<file path="config.mk">
export PLATFORM = sky130hd
export DESIGN_NAME = bus_err_latch
export DESIGN_NICKNAME = d
export VERILOG_FILES = /design/src/rtl/berr_pkg.sv /design/src/rtl/berr_classify.sv /design/src/rtl/berr_regif.sv /design/src/rtl/bus_err_latch.sv
export SDC_FILE = /design/constraint.sdc
export NUM_CORES = 1
export LEC_CHECK = 0
export CORE_MARGIN = 2
export CORE_UTILIZATION = 29
export DETAILED_ROUTE_END_ITERATION = 12
export GPL_ROUTABILITY_DRIVEN = 0
export PLACE_DENSITY_LB_ADDON = 0.1
export RECOVER_POWER = 50
export SLEW_MARGIN = 20
export SYNTH_ARGS = -nofsm -noshare
export SYNTH_HDL_FRONTEND = slang
export SYNTH_SLANG_ARGS = --single-unit
</file>
<file path="constraint.sdc">
create_clock -name clk -period 1.5 [get_ports clk]
set_input_delay 0.225 -clock clk [delete_from_list [all_inputs] [get_ports clk]]
set_output_delay 0.225 -clock clk [all_outputs]
set_load 0.01 [all_outputs]
</file>
<file path="src/rtl/berr_pkg.sv">
package berr_pkg;
    localparam int SIZE_W = 3;
    localparam int WR_BIT = 3;
    localparam int NE_BIT = 8;
    localparam int CE_BIT = 9;
    localparam int OFS_STATUS = 0;
    localparam int OFS_FADDR  = 4;
endpackage

</file>
<file path="src/rtl/berr_classify.sv">
module berr_classify (
    input  logic valid_i,
    input  logic write_i,
    input  logic err_i,
    input  logic corr_i,
    output logic evt_o,
    output logic evt_ce_o
);
    logic hard_evt;
    logic soft_evt;

    always_comb begin
        hard_evt = valid_i && err_i;
        soft_evt = valid_i && corr_i && !write_i;
        evt_o    = hard_evt || soft_evt;
        evt_ce_o = soft_evt && !hard_evt;
    end
endmodule

</file>
<file path="src/rtl/berr_regif.sv">
module berr_regif #(
    parameter int ADDR_W = 32,
    parameter int DATA_W = 32,
    parameter int OFS_W  = 4
) (
    input  logic              en_i,
    input  logic              we_i,
    input  logic [OFS_W-1:0]  ofs_i,
    input  logic [DATA_W-1:0] wdata_i,
    input  logic [DATA_W-1:0] status_i,
    input  logic [ADDR_W-1:0] faddr_i,
    output logic [DATA_W-1:0] rdata_o,
    output logic              clr_o
);
    import berr_pkg::*;

    localparam logic [OFS_W-1:0] SEL_STAT = OFS_W'(OFS_STATUS);
    localparam logic [OFS_W-1:0] SEL_ADDR = OFS_W'(OFS_FADDR);

    always_comb begin
        clr_o = en_i && we_i && (ofs_i == SEL_STAT) && !wdata_i[NE_BIT];
        if (ofs_i == SEL_STAT)      rdata_o = status_i;
        else if (ofs_i == SEL_ADDR) rdata_o = DATA_W'(faddr_i);
        else                        rdata_o = '0;
    end
endmodule

</file>
<file path="src/rtl/bus_err_latch.sv">
module bus_err_latch #(
    parameter int ADDR_W = 32,
    parameter int DATA_W = 32,
    parameter int OFS_W  = 4
) (
    input  logic              clk,
    input  logic              rst_n,
    input  logic              mon_valid,
    input  logic [ADDR_W-1:0] mon_addr,
    input  logic              mon_write,
    input  logic [2:0]        mon_size,
    input  logic              mon_err,
    input  logic              mon_corr,
    input  logic              reg_en,
    input  logic              reg_we,
    input  logic [OFS_W-1:0]  reg_ofs,
    input  logic [DATA_W-1:0] reg_wdata,
    output logic [DATA_W-1:0] reg_rdata,
    output logic [DATA_W-1:0] status_o,
    output logic [ADDR_W-1:0] fail_addr_o,
    output logic              irq_o
);
    import berr_pkg::*;

    typedef struct packed {
        logic              ne;
        logic              ce;
        logic              wr;
        logic [SIZE_W-1:0] size;
        logic [ADDR_W-1:0] addr;
        logic              irq;
    } latch_t;

    latch_t st_d, st_q;
    logic   evt, evt_ce, clr;

    berr_classify i_classify (
        .valid_i (mon_valid),
        .write_i (mon_write),
        .err_i   (mon_err),
        .corr_i  (mon_corr),
        .evt_o   (evt),
        .evt_ce_o(evt_ce)
    );

    berr_regif #(.ADDR_W(ADDR_W), .DATA_W(DATA_W), .OFS_W(OFS_W)) i_regif (
        .en_i    (reg_en),
        .we_i    (reg_we),
        .ofs_i   (reg_ofs),
        .wdata_i (reg_wdata),
        .status_i(status_o),
        .faddr_i (fail_addr_o),
        .rdata_o (reg_rdata),
        .clr_o   (clr)
    );

    always_comb begin
        st_d     = st_q;
        st_d.irq = 1'b0;
        if (clr) begin
            st_d.ne   = 1'b0;
            st_d.ce   = 1'b0;
            st_d.wr   = 1'b0;
            st_d.size = '0;
        end else if (evt && !st_q.ne) begin
            st_d.ne   = 1'b1;
            st_d.ce   = evt_ce;
            st_d.wr   = mon_write;
            st_d.size = mon_size;
            st_d.addr = mon_addr;
            st_d.irq  = 1'b1;
        end
    end

    always_ff @(posedge clk or negedge rst_n) begin
        if (!rst_n) st_q <= '0;
        else        st_q <= st_d;
    end

    always_comb begin
        status_o             = '0;
        status_o[SIZE_W-1:0] = st_q.size;
        status_o[WR_BIT]     = st_q.wr;
        status_o[NE_BIT]     = st_q.ne;
        status_o[CE_BIT]     = st_q.ce;
        fail_addr_o          = st_q.addr;
        irq_o                = st_q.irq;
    end

    // a frozen record keeps its address
    a_r3_addr_hold: assert property (@(posedge clk) disable iff (!rst_n)
        (st_q.ne && !clr) |=> $stable(fail_addr_o));
    // a frozen record keeps its flags
    a_r3_flags_hold: assert property (@(posedge clk) disable iff (!rst_n)
        (st_q.ne && !clr) |=> $stable(status_o));
    // pulse lasts one cycle
    a_r5_irq_single: assert property (@(posedge clk) disable iff (!rst_n)
        irq_o |=> !irq_o);
    // pulse only on the edge that set the new-error flag
    a_r5_irq_on_set: assert property (@(posedge clk) disable iff (!rst_n)
        irq_o |-> (st_q.ne && !$past(st_q.ne)));
    // clear wins over a simultaneous event
    a_r7_clear_wins: assert property (@(posedge clk) disable iff (!rst_n)
        clr |=> (!st_q.ne && !irq_o));
    // an uncorrectable event leaves the correctable flag clear
    a_r2_err_no_ce: assert property (@(posedge clk) disable iff (!rst_n)
        (!st_q.ne && evt && !evt_ce && !clr) |=> (st_q.ne && !st_q.ce));
endmodule

</file>
==> reports/summary.md <==
Synthesis
• number of flops mapped to enable cells by yosys: 0
• top cells by area, synth: sky130_fd_sc_hd__dfrtp_1, sky130_fd_sc_hd__mux2_4, sky130_fd_sc_hd__buf_4
• top_reg_cell synth: sky130_fd_sc_hd__dfrtp_1
• count of unique library cells instantiated by Yosys: 24
• most numerous cell in the Yosys netlist: sky130_fd_sc_hd__dfrtp_1
• area share of the largest cell type after synthesis: 46.37%
• top cell types by occurrence after synthesis: sky130_fd_sc_hd__dfrtp_1, sky130_fd_sc_hd__mux2_4, sky130_fd_sc_hd__and2_1, sky130_fd_sc_hd__buf_4, sky130_fd_sc_hd__a22o_1
• synthesized instance count: 158
• Post-Syn Area: 2105 µm²
• FF+latch count, synth: 39
• share of the yosys chip area belonging to registers: 46.37%
• Synth async-reset ratio: 100.0%
• cell taking the most area after synthesis: sky130_fd_sc_hd__dfrtp_1
• synthesis warning total: 0
• Post-Syn Area per Cell: 13.32 µm²

Routing
• remaining design rule violation count: 0
• Wirelength per Cell: 14.39 µm
• number of iterations in the first detailed-routing pass: 4
• post-route ant nets: 0
• drt total wl: 5842 µm
• initial drt markers: 45
• total number of vias: 1641
• detailed-route vias per instance: 4.042

Finish
• number of nets at the end of the flow: 385
• Fill cells: 665
• sequential standard cell area: 975.9 µm²
• layout overhead on the synthesized area: 76.28%
• fraction of layout cells with a size suffix above 1: 41.37%
• number of antenna repair diodes: 0
• total area of multi-input combinational cells: 1021 µm²
• total non-filler cell area in the finished layout: 3710 µm²

Clocking
• total number of H-tree levels: 2
• clock transition time at the flip-flop clock pins of the worst setup and hold paths: 0.08 ns
• clock root cell: sky130_fd_sc_hd__clkbuf_8
• TritonCTS sink count: 39
• buffers from clock root to sink, at most: 2
• clock buffers created by TritonCTS: 5
• clock insertion delay at the later pin of the skew report: 0.28 ns
• CTS tree: built

Job
• maximum capacitance violations: 0

STA
• setup ws final: 0.02574 ns
• Final Hold Viols: 0
• final setup violation count: 0
• RSZ-0062 raised after global routing: yes
• clock skew: 0.003826 ns
• highest clock frequency the design can meet: 678.3 MHz
• Pins Over Slew Limit: 0
• relative slew slack: 34.31%
• Tightest Pin Transition: 0.9854 ns
• shortest clock period the worst path allows after layout: 1.474 ns
• share of the cycle needed by the critical path after routing: 98.28%

Global route
• pin count of the biggest net entering global routing: 40
• wire length of the first global-routing pass: 8418 µm
• remaining global-route overflow: 0
• via count of the first global-routing pass: 1601
• initial antenna violation count: 0
• total global routing track utilization: 14.35%

Setup path
• chain of cells forming the critical path: buf_8 -> nor4b_4 -> buf_6 -> buf_12 -> buf_8 -> and2_4 -> buf_6
• required time of the critical path: 1.27 ns
• critical path peak fanout: 6
• arrival time at the worst endpoint: 1.25 ns
• delay contributed by the slowest stage of the critical path: 0.27 ns
• Worst Setup End Kind: output port
• critical path type: in2out
• Critical Path Slowest Stage Cell: sky130_fd_sc_hd__nor4b_4
• CP Launch Type: primary input

Run status
• result of the run: finished clean

Die
• Die Y: 89.19 µm
• overall die width: 89.19 µm
• area of the placeable core: 7137 µm²
• die area: 7954 µm²
• count of pins on the block boundary: 176
• effective utilization at floorplan: 29.49%
• Placement Rows: 31

Place
• HPWL Detailed: 3992 µm
• cell area after placement: 3374 µm²
• Port Buf Inserts: 118
• Worst Setup Slack post-DPL: -0.7490 ns

Power and ir drop
• worst vdd rail ir drop: 0.4562 mV
• Power Density: 979.1 nW/µm²
• static leakage: 1.766 nW

Worst hold path
• class of the most critical hold timing path: in2async

## metal layers
metal | up-vias | GRT usage (%) | part of all wire [%]
li1 | 777 | - | -
met1 | 789 | 19.95 | 44
met2 | 70 | 22.15 | 48
met3 | 5 | 3.693 | 6.6
met4 | 0 | 4.071 | 0.77
met5 | - | 0 | 0
## cell families (layout without fill, tap and decap cells)
kind of cell    count (synthesis)  count (layout)  synth area share, %
compound gates                 12              12                4.221
buf+inv                        34             158                13.38
flops                          39              39                46.37
mux                            35              35                23.72
other cells                     1              26               0.1782
simple gates                   37              37                12.13
## through the flow
stage	hold slack [ns]	instances	power (W)	util, %	TNS (ns)
after floorplan	-0.07059	183	0.001917	-	-2.954
after global placement	0.3194	383	0.002559	47.28	-43.31
after detailed placement	0.3211	383	0.002563	47.28	-44.07
after CTS	0.004833	399	0.003633	49.63	-0.1710
after global routing	0.2688	406	0.003835	51.98	-0.1028
final	0.1688	406	0.003632	51.98	0
## worst max-delay path, delay by kind of cell
kind	cells	cell delay, ns
buffers and inverters	5	0.59
and+or+nand+nor	2	0.42
## power breakdown
| part | switching [W] | internal, W | leakage (nW) |
|---|---|---|---|
| Sequential | 0.000182 | 0.00126 | 0.500 |
| Clock | 0.000366 | 0.000665 | 0.0654 |
| Combinational | 0.000372 | 0.000785 | 1.20 |
| Total | 0.000920 | 0.00271 | 1.77 |
## cell type report
type / count / area share (%)
flip-flops and latches: 39 / 26.31
multi-input cells: 110 / 27.52
clock inverters: 2 / 1.619
repair buffers: 149 / 39.16
clock buffers: 6 / 1.956
well taps: 99 / 3.339
inverters: 1 / 0.1012
## final timing paths
path / cells past startpoint / slack [ns] / to / from
worst min-delay path: 2 / 0.17 / fail_addr_o[6]$_DFFE_PN0P_ / rst_n
max in group asynchronous: 2 / 0.72 / fail_addr_o[13]$_DFFE_PN0P_ / rst_n
worst max register to register: 5 / 0.08 / fail_addr_o[9]$_DFFE_PN0P_ / status_o[8]$_DFFE_PN0P_
min in group clk: 1 / 0.53 / fail_addr_o[24]$_DFFE_PN0P_ / fail_addr_o[24]$_DFFE_PN0P_
worst min register to register: 1 / 0.53 / fail_addr_o[24]$_DFFE_PN0P_ / fail_addr_o[24]$_DFFE_PN0P_
worst max-delay path: 7 / 0.03 / reg_rdata[12] / reg_ofs[1]
## registers in the layout, indices dropped and copies added (netlist names)
name and cells:
status_o 6, irq_o 1, fail_addr_o 32
## what timing repair did
item	in CTS	in global routing
endpoints found under the hold margin	0	0
hold buffers	0	0
setup endpoints to repair	65	56
pin swaps	5	11
buffers inserted	4	7
gates cloned	4	1
gates resized for setup	170	45
## layout by cell type (no fill, tap or decap), types with 2 or more instances in the layout
cell type / Yosys / layout
sky130_fd_sc_hd__dfrtp_1: 39 / 39
sky130_fd_sc_hd__clkdlybuf4s25_1: 0 / 14
sky130_fd_sc_hd__a22o_1: 6 / 6
sky130_fd_sc_hd__nor2_1: 3 / 3
sky130_fd_sc_hd__buf_4: 26 / 15
sky130_fd_sc_hd__mux2i_1: 3 / 3
sky130_fd_sc_hd__buf_6: 1 / 17
sky130_fd_sc_hd__buf_2: 0 / 22
sky130_fd_sc_hd__and2_4: 0 / 14
sky130_fd_sc_hd__and2_1: 26 / 12
sky130_fd_sc_hd__buf_12: 3 / 4
sky130_fd_sc_hd__bufinv_16: 0 / 2
sky130_fd_sc_hd__conb_1: 1 / 26
sky130_fd_sc_hd__buf_8: 0 / 5
sky130_fd_sc_hd__clkdlybuf4s50_1: 0 / 66
sky130_fd_sc_hd__mux2_4: 29 / 32
sky130_fd_sc_hd__a21oi_1: 3 / 3
sky130_fd_sc_hd__clkbuf_1: 3 / 2
sky130_fd_sc_hd__clkbuf_8: 0 / 5
Power figures use the tool's default switching activity.
